--- src/rtl/eeprom_ldr_pkg.sv ---
package eeprom_ldr_pkg;
  localparam int unsigned ID_WORDS = 3;
  // start bit followed by read opcode
  localparam logic [2:0] READ_CMD = 3'b110;

  typedef enum logic [1:0] {CTL_SENSE, CTL_LOAD, CTL_DONE} ctl_state_e;
  typedef enum logic [1:0] {RD_IDLE, RD_SHIFT, RD_GAP} rd_phase_e;
endpackage

--- src/rtl/ee_sk_divider.sv ---
module ee_sk_divider #(
  parameter int unsigned HALF = 128
) (
  input  logic clk_i,
  input  logic rst_ni,
  input  logic en_i,
  output logic tick_o
);
  localparam int unsigned CW = (HALF > 1) ? $clog2(HALF) : 1;

  logic [CW-1:0] cnt_q;
  logic          wrap;

  assign wrap   = (cnt_q == CW'(HALF - 1));
  assign tick_o = en_i && wrap;

  always_ff @(posedge clk_i or negedge rst_ni) begin
    if (!rst_ni)           cnt_q <= '0;
    else if (!en_i || wrap) cnt_q <= '0;
    else                   cnt_q <= cnt_q + 1'b1;
  end

  generate
    if (HALF > 1) begin : g_tick_chk

      tick_spacing_chk: assert property (@(posedge clk_i) disable iff (!rst_ni)
        tick_o |=> !tick_o);
    end
  endgenerate
endmodule

--- src/rtl/ee_word_reader.sv ---
module ee_word_reader
  import eeprom_ldr_pkg::*;
#(
  parameter int unsigned ADDR_W = 6,
  parameter int unsigned DATA_W = 16
) (
  input  logic              clk_i,
  input  logic              rst_ni,
  input  logic              start_i,
  input  logic [ADDR_W-1:0] addr_i,
  input  logic              tick_i,
  input  logic              do_i,
  output logic              sk_o,
  output logic              cs_o,
  output logic              di_o,
  output logic              active_o,
  output logic              done_o,
  output logic [DATA_W-1:0] data_o
);
  localparam int unsigned CMD_W = 3 + ADDR_W;
  localparam int unsigned TOTAL = CMD_W + 1 + DATA_W;
  localparam int unsigned CYC_W = $clog2(TOTAL);

  rd_phase_e         phase_q;
  logic [CYC_W-1:0]  cyc_q;
  logic [CMD_W-1:0]  cmd_q;
  logic [DATA_W-1:0] sh_q;
  logic              sk_q, cs_q, di_q, gap_q, done_q;

  always_ff @(posedge clk_i or negedge rst_ni) begin
    if (!rst_ni) begin
      phase_q <= RD_IDLE;
      cyc_q   <= '0;
      cmd_q   <= '0;
      sh_q    <= '0;
      sk_q    <= 1'b0;
      cs_q    <= 1'b0;
      di_q    <= 1'b0;
      gap_q   <= 1'b0;
      done_q  <= 1'b0;
    end else begin
      done_q <= 1'b0;
      case (phase_q)
        RD_IDLE: if (start_i) begin
          phase_q <= RD_SHIFT;
          cs_q    <= 1'b1;
          sk_q    <= 1'b0;
          cmd_q   <= {READ_CMD, addr_i};
          di_q    <= READ_CMD[2];
          cyc_q   <= '0;
        end
        RD_SHIFT: if (tick_i) begin
          if (!sk_q) begin
            sk_q <= 1'b1;
            // capture on rising edge; dummy bit falls off the top
            if (cyc_q >= CYC_W'(CMD_W)) sh_q <= {sh_q[DATA_W-2:0], do_i};
          end else begin
            sk_q <= 1'b0;
            if (cyc_q == CYC_W'(TOTAL - 1)) begin
              cs_q    <= 1'b0;
              di_q    <= 1'b0;
              gap_q   <= 1'b0;
              phase_q <= RD_GAP;
            end else begin
              cyc_q <= cyc_q + 1'b1;
              di_q  <= cmd_q[CMD_W-2];
              cmd_q <= {cmd_q[CMD_W-2:0], 1'b0};
            end
          end
        end
        RD_GAP: if (tick_i) begin
          gap_q <= 1'b1;
          if (gap_q) begin
            phase_q <= RD_IDLE;
            done_q  <= 1'b1;
          end
        end
        default: phase_q <= RD_IDLE;
      endcase
    end
  end

  assign sk_o     = sk_q;
  assign cs_o     = cs_q;
  assign di_o     = di_q;
  assign active_o = (phase_q != RD_IDLE);
  assign done_o   = done_q;
  assign data_o   = sh_q;


  di_change_chk: assert property (@(posedge clk_i) disable iff (!rst_ni)
    !$stable(di_q) |-> ($fell(sk_q) || $rose(cs_q)));
endmodule

--- src/rtl/ee_load_ctrl.sv ---
module ee_load_ctrl
  import eeprom_ldr_pkg::*;
#(
  parameter int unsigned                   ADDR_W     = 6,
  parameter int unsigned                   DATA_W     = 16,
  parameter int unsigned                   WORD_BASE  = 0,
  parameter logic [ID_WORDS*DATA_W-1:0]    ID_DEFAULT = '0
) (
  input  logic                       clk_i,
  input  logic                       rst_ni,
  input  logic                       cs_sense_i,
  input  logic                       rd_done_i,
  input  logic [DATA_W-1:0]          rd_data_i,
  output logic                       rd_start_o,
  output logic [ADDR_W-1:0]          rd_addr_o,
  output logic                       sensing_o,
  output logic                       busy_o,
  output logic                       present_o,
  output logic [ID_WORDS*DATA_W-1:0] ids_o
);
  localparam int unsigned IDX_W = $clog2(ID_WORDS);

  ctl_state_e                       state_q;
  logic [IDX_W-1:0]                 idx_q;
  logic                             start_q, present_q;
  logic [ID_WORDS-1:0][DATA_W-1:0]  shadow_q, shadow_nx, ids_q;

  always_comb begin
    shadow_nx        = shadow_q;
    shadow_nx[idx_q] = rd_data_i;
  end

  always_ff @(posedge clk_i or negedge rst_ni) begin
    if (!rst_ni) begin
      state_q   <= CTL_SENSE;
      idx_q     <= '0;
      start_q   <= 1'b0;
      present_q <= 1'b0;
      shadow_q  <= ID_DEFAULT;
      ids_q     <= ID_DEFAULT;
    end else begin
      start_q <= 1'b0;
      case (state_q)
        CTL_SENSE: begin
          present_q <= cs_sense_i;
          if (cs_sense_i) begin
            state_q <= CTL_LOAD;
            start_q <= 1'b1;
          end else begin
            state_q <= CTL_DONE;
          end
        end
        CTL_LOAD: if (rd_done_i) begin
          shadow_q <= shadow_nx;
          if (idx_q == IDX_W'(ID_WORDS - 1)) begin
            state_q <= CTL_DONE;
            ids_q   <= shadow_nx;   // publish all words together
          end else begin
            idx_q   <= idx_q + 1'b1;
            start_q <= 1'b1;
          end
        end
        default: state_q <= CTL_DONE;
      endcase
    end
  end

  assign rd_start_o = start_q;
  assign rd_addr_o  = ADDR_W'(WORD_BASE) + ADDR_W'(idx_q);
  assign sensing_o  = (state_q == CTL_SENSE);
  assign busy_o     = (state_q != CTL_DONE);
  assign present_o  = present_q;
  assign ids_o      = ids_q;


  done_sticky_chk: assert property (@(posedge clk_i) disable iff (!rst_ni)
    (state_q == CTL_DONE) |=> (state_q == CTL_DONE));

  ids_hold_chk: assert property (@(posedge clk_i) disable iff (!rst_ni)
    busy_o |-> (ids_o == ID_DEFAULT));
endmodule

--- src/rtl/eeprom_id_loader.sv ---
module eeprom_id_loader
  import eeprom_ldr_pkg::*;
#(
  parameter int unsigned       CLK_DIV    = 256,
  parameter int unsigned       ADDR_W     = 6,
  parameter int unsigned       DATA_W     = 16,
  parameter int unsigned       WORD_BASE  = 0,
  parameter logic [DATA_W-1:0] VENDOR_DEF = 16'h4E21,
  parameter logic [DATA_W-1:0] SUBSYS_DEF = 16'h4E22,
  parameter logic [DATA_W-1:0] MODEL_DEF  = 16'h0002
) (
  input  logic              clk_i,
  input  logic              rst_ni,
  input  logic              ee_cs_i,
  input  logic              ee_do_i,
  input  logic              man_wr_i,
  input  logic [2:0]        man_wdata_i,
  output logic              ee_sk_o,
  output logic              ee_cs_o,
  output logic              ee_cs_oe_o,
  output logic              ee_di_o,
  output logic [3:0]        man_rdata_o,
  output logic [DATA_W-1:0] vendor_id_o,
  output logic [DATA_W-1:0] subsys_id_o,
  output logic [DATA_W-1:0] model_id_o,
  output logic              busy_o,
  output logic              present_o
);
  localparam int unsigned HALF = CLK_DIV / 2;
  localparam int unsigned LW   = $clog2(CLK_DIV + 1);
  localparam logic [ID_WORDS*DATA_W-1:0] ID_DEFAULT = {MODEL_DEF, SUBSYS_DEF, VENDOR_DEF};

  logic                       tick, rd_active, rd_start, rd_done, sensing, busy;
  logic                       rd_sk, rd_cs, rd_di;
  logic [ADDR_W-1:0]          rd_addr;
  logic [DATA_W-1:0]          rd_data;
  logic [ID_WORDS*DATA_W-1:0] ids;
  logic [2:0]                 man_q;  // {di, cs, sk}

  ee_sk_divider #(.HALF(HALF)) i_div (
    .clk_i, .rst_ni, .en_i(rd_active), .tick_o(tick)
  );

  ee_word_reader #(.ADDR_W(ADDR_W), .DATA_W(DATA_W)) i_rd (
    .clk_i, .rst_ni,
    .start_i(rd_start), .addr_i(rd_addr), .tick_i(tick), .do_i(ee_do_i),
    .sk_o(rd_sk), .cs_o(rd_cs), .di_o(rd_di),
    .active_o(rd_active), .done_o(rd_done), .data_o(rd_data)
  );

  ee_load_ctrl #(
    .ADDR_W(ADDR_W), .DATA_W(DATA_W), .WORD_BASE(WORD_BASE), .ID_DEFAULT(ID_DEFAULT)
  ) i_ctl (
    .clk_i, .rst_ni,
    .cs_sense_i(ee_cs_i), .rd_done_i(rd_done), .rd_data_i(rd_data),
    .rd_start_o(rd_start), .rd_addr_o(rd_addr), .sensing_o(sensing),
    .busy_o(busy), .present_o(present_o), .ids_o(ids)
  );

  always_ff @(posedge clk_i or negedge rst_ni) begin
    if (!rst_ni)                man_q <= '0;
    else if (man_wr_i && !busy) man_q <= man_wdata_i;
  end

  assign ee_sk_o     = busy ? rd_sk : man_q[0];
  assign ee_cs_o     = busy ? rd_cs : man_q[1];
  assign ee_di_o     = busy ? rd_di : man_q[2];
  assign ee_cs_oe_o  = !sensing;
  assign man_rdata_o = {ee_do_i, man_q};
  assign busy_o      = busy;
  assign vendor_id_o = ids[0*DATA_W +: DATA_W];
  assign subsys_id_o = ids[1*DATA_W +: DATA_W];
  assign model_id_o  = ids[2*DATA_W +: DATA_W];

  // chip-select low-time counter for the gap check
  logic [LW-1:0] low_cnt;
  always_ff @(posedge clk_i or negedge rst_ni) begin
    if (!rst_ni)                               low_cnt <= LW'(CLK_DIV);
    else if (ee_cs_o)                          low_cnt <= '0;
    else if (low_cnt < LW'(CLK_DIV))           low_cnt <= low_cnt + 1'b1;
  end


  cs_gap_chk: assert property (@(posedge clk_i) disable iff (!rst_ni)
    ($rose(ee_cs_o) && busy_o) |-> (low_cnt >= LW'(CLK_DIV)));

  man_follow_chk: assert property (@(posedge clk_i) disable iff (!rst_ni)
    (!busy_o && $past(!busy_o) && $past(man_wr_i)) |->
      ({ee_di_o, ee_cs_o, ee_sk_o} == $past(man_wdata_i)));
endmodule

--- config.mk ---
export PLATFORM = sky130hd
export DESIGN_NAME = eeprom_id_loader
export DESIGN_NICKNAME = d
export VERILOG_FILES = /design/src/rtl/eeprom_ldr_pkg.sv /design/src/rtl/ee_sk_divider.sv /design/src/rtl/ee_word_reader.sv /design/src/rtl/ee_load_ctrl.sv /design/src/rtl/eeprom_id_loader.sv
export SDC_FILE = /design/constraint.sdc
export NUM_CORES = 1
export LEC_CHECK = 0
export CAP_MARGIN = 20
export CELL_PAD_IN_SITES_DETAIL_PLACEMENT = 1
export CELL_PAD_IN_SITES_GLOBAL_PLACEMENT = 1
export CORE_UTILIZATION = 30
export CTS_CLUSTER_SIZE = 24
export DETAILED_ROUTE_END_ITERATION = 7
export GPL_TIMING_DRIVEN = 0
export PLACE_DENSITY_LB_ADDON = 0.1
export SLEW_MARGIN = 15
export SYNTH_ARGS = -nofsm -noshare
export SYNTH_HDL_FRONTEND = slang
export SYNTH_SLANG_ARGS = --single-unit
--- constraint.sdc ---
create_clock -name clk_i -period 2.6 [get_ports clk_i]
set_input_delay 0.52 -clock clk_i [delete_from_list [all_inputs] [get_ports clk_i]]
set_output_delay 0.52 -clock clk_i [all_outputs]
set_load 0.03 [all_outputs]
==> metrics.txt <==
period utilization=90.5%; CTS HTree Levels=4; pre-CTS setup slack=183 ps; critical path launch point type=flop; fin nets=573; Max-Cap Viols=0; failing checks=DRC; area delta synth->final=29.4%; FF/Latch Area=roughly 3300 µm²; mapped cell area=around 5600 µm²; P_leak=between 0.003 and 0.004 µW; clock skew=10.3 ps; Critical Path RT=2890 ps; Remaining DRCs=7; Ant. Diodes=0; layout filler cell count=between 1,500 and 2,000; row cnt=49; ANT nets after route=0; DR iter-0 viols=154; later-pin clock latency in the skew report=420 ps; Hold Buf Count CTS=0; clk sinks=around 130; min-delay worst type=primary input to asynchronous set/reset pin; VDD IR max=498 µV; Synth top area share=~48%; Final Slew Violations=0; Setup WS post-layout=between 200 and 250 ps; hpwl dp=between 8 and 9 mm; final setup vio count=0; die height=between 100 and 150 µm; count of different cell masters after synthesis=slightly above 40; arrival time at the worst endpoint=2640 ps; gpl congestion=0.698; #FFs+latches synth=132; CTS Root Cell=clkbuf_16; chip width=139 µm; grt ovf=0; synth warn=0; sequential area share after synthesis=59.5%; gate count after technology mapping=roughly 480; WL per Instance=around 17 µm; CP max-delay cell=clkbuf_1; CP Max Fanout=10; endpoints failing hold=0; worst-path cell chain=inv_1 -> ha_1 -> clkbuf_1 -> nand2_1 -> clkbuf_1 -> mux2_2; multi-input combinational cell area=2140 µm²; starting density of the core=roughly 31%; Core Region=18,100 µm²; status=finished with violations; CTS clk-pin slew, worst paths=around 60 ps; Most common cell on crit path=clkbuf_1; largest net degree at the start of global routing=75; Cells after DPL=770; cts bufs inserted=17; Slew @ Worst Pin=906 ps; min Tclk post-route=2350 ps; DRT Pass-1 Iters=8; Critical Path Max Stage Delay=580 ps; Fmax=425 MHz; postcts setup bufs=0; max_slew headroom=39.6%; Max Buffers Root-to-Sink=2; final std cells w/o fill=801; RSZ-0062 raised after global routing=no; post-route setup TNS=0 ps; first-pass GRT wire length=22.4 mm; vias in the first global route=4,077; via count=roughly 3,700; num ports=between 60 and 70; Crit. End Element=flop; Post-Syn Nets=489; power per standard cell area=slightly below 700 nW/µm²; Placed Area=6580 µm²; Buf+Inv Stages, Crit Path=3; CTS tree=yes; Crit path max-delay family=buffers and inverters; GRT Resource Usage Total=about 15%; layout cells sized above 1=about 22%; Die ar.=19,200 µm²; initial antenna violation count=0; Syn Area/Cell=approximately 12 µm²; IO buf count=65; vias per inst=4.67; DRT Wirelength=13.3 mm; crit path kind=flop to flop; post-route cell area=7260 µm²; largest area contributor in the netlist=dfrtp_1; Synth area leaders=dfrtp_1, dfstp_2, mux2_2
[state kept, by name (all words and copies together) (netlist names)]
register          flops
i_ctl.present_o       1
i_ctl.shadow_q       32
i_div.cnt_q           7
i_ctl.idx_q           2
i_ctl.rd_start_o      1
i_rd.cmd_q            8
i_rd.di_o             1
i_rd.cyc_q            5
i_rd.gap_q            1
i_rd.sk_o             1
i_ctl.ids_o          48
i_rd.cs_o             1
i_ctl.state_q         2
i_rd.data_o          16
i_rd.phase_q          2
man_q                 3
i_rd.done_o           1
[cells by family after synthesis]
| group | Yosys count | share of synthesized area, % |
|---|---|---|
| flip-flops | 132 | 59.5 |
| AO/OA/AOI/OAI | 54 | 5.04 |
| AND/OR/NAND/NOR | 150 | 11.8 |
| adder cells (fa/ha/maj) | 6 | 1.34 |
| XOR/XNOR | 8 | 1.25 |
| buffers and inverters | 33 | 2.72 |
| multiplexers | 92 | 18.4 |
[stage by stage]
step | utilization [%] | hold WS [ps] | total power, µW
after floorplan | - | 224 | 2150
after CTS | 40.0 | 29.4 | 5000
after detailed placement | 36.2 | 454 | 2240
final | 40.0 | 19.9 | 4920
after global routing | 40.0 | 39.6 | 5070
after global placement | 36.1 | 450 | 2230
[metal layers]
layer	global-route usage, %	part of all wire [%]	wire length [µm]
met5	0	0	0
met4	5.44	1.0	138
met3	4.01	2.9	393
met2	25.4	49	6510
met1	19.4	47	6290
[worst paths after layout]
kind,cells past startpoint,slack [ps],start,endpoint
worst max-delay path,6,250,i_ctl.idx_q[1]$_DFFE_PN0P_,i_ctl.shadow_q[28]$_DFFE_PN0P_
worst min-delay path,1,20,rst_ni,i_ctl.ids_o[13]$_DFFE_PN0P_
worst max register to register,6,250,i_ctl.idx_q[1]$_DFFE_PN0P_,i_ctl.shadow_q[28]$_DFFE_PN0P_
worst min register to register,2,460,i_ctl.ids_o[33]$_DFFE_PN1P_,i_ctl.ids_o[33]$_DFFE_PN1P_
max in group asynchronous,2,1820,rst_ni,i_ctl.ids_o[33]$_DFFE_PN1P_
min in group clk_i,2,460,i_ctl.ids_o[33]$_DFFE_PN1P_,i_ctl.ids_o[33]$_DFFE_PN1P_
[cell type report]
class	instances	share of cell area, %
Sequential cell	132	45.9
Multi-Input combinational cell	310	29.4
Timing Repair Buffer	66	9.36
Clock buffer	24	6.91
Tap cell	229	3.95
Clock inverter	8	2.34
Buffer	23	1.59
Inverter	9	0.466
[power breakdown]
group	internal [µW]	switching [µW]
clock	1830	889
sequential	2070	6.93
combinational	44.8	80.3
total	3940	976
[placed cells by master (no fill, tap or decap), types with 6 or more instances in the layout]
| cell type | count |
|---|---|
| clkdlybuf4s50_1 | 61 |
| nor2_1 | 16 |
| clkbuf_1 | 19 |
| dfstp_2 | 25 |
| ha_1 | 6 |
| clkbuf_16 | 17 |
| nand2_1 | 103 |
| dfrtp_1 | 107 |
| inv_1 | 9 |
| mux2_2 | 49 |
| mux2_4 | 10 |
| o21ai_0 | 44 |
| mux2i_1 | 33 |
[cells in the mapped netlist]
library cell    n
nor4_1          4
nand3b_1        2
dfstp_2        25
o22ai_1         2
buf_4           1
nand3_1         5
nor2b_1         2
buf_12          1
ha_1            6
and3_1          1
nand2b_1        2
nand4_1         1
a31o_2          1
a211oi_1        1
nor4b_2         1
buf_2           1
nand3_2         1
and3_2          1
mux2_4         10
o21ai_0        44
a22o_1          1
buf_6           1
a21oi_1         5
clkbuf_1       18
buf_1           2
nand2_1       103
or4_1           2
inv_1           9
dfrtp_1       107
xnor2_1         5
or2_2           1
and2_1          2
mux2i_1        33
mux2_2         49
and4_1          1
and3b_1         1
xor2_1          3
nand4b_1        1
or3_1           2
nor3_1          1
nor2_1         16
[what timing repair did]
item,CTS,global route
endpoints found under the hold margin,0,0
pin swaps,0,0
resized for setup,5,1
setup endpoints to repair,3,5
gates cloned,0,0
Power figures use the tool's default switching activity.
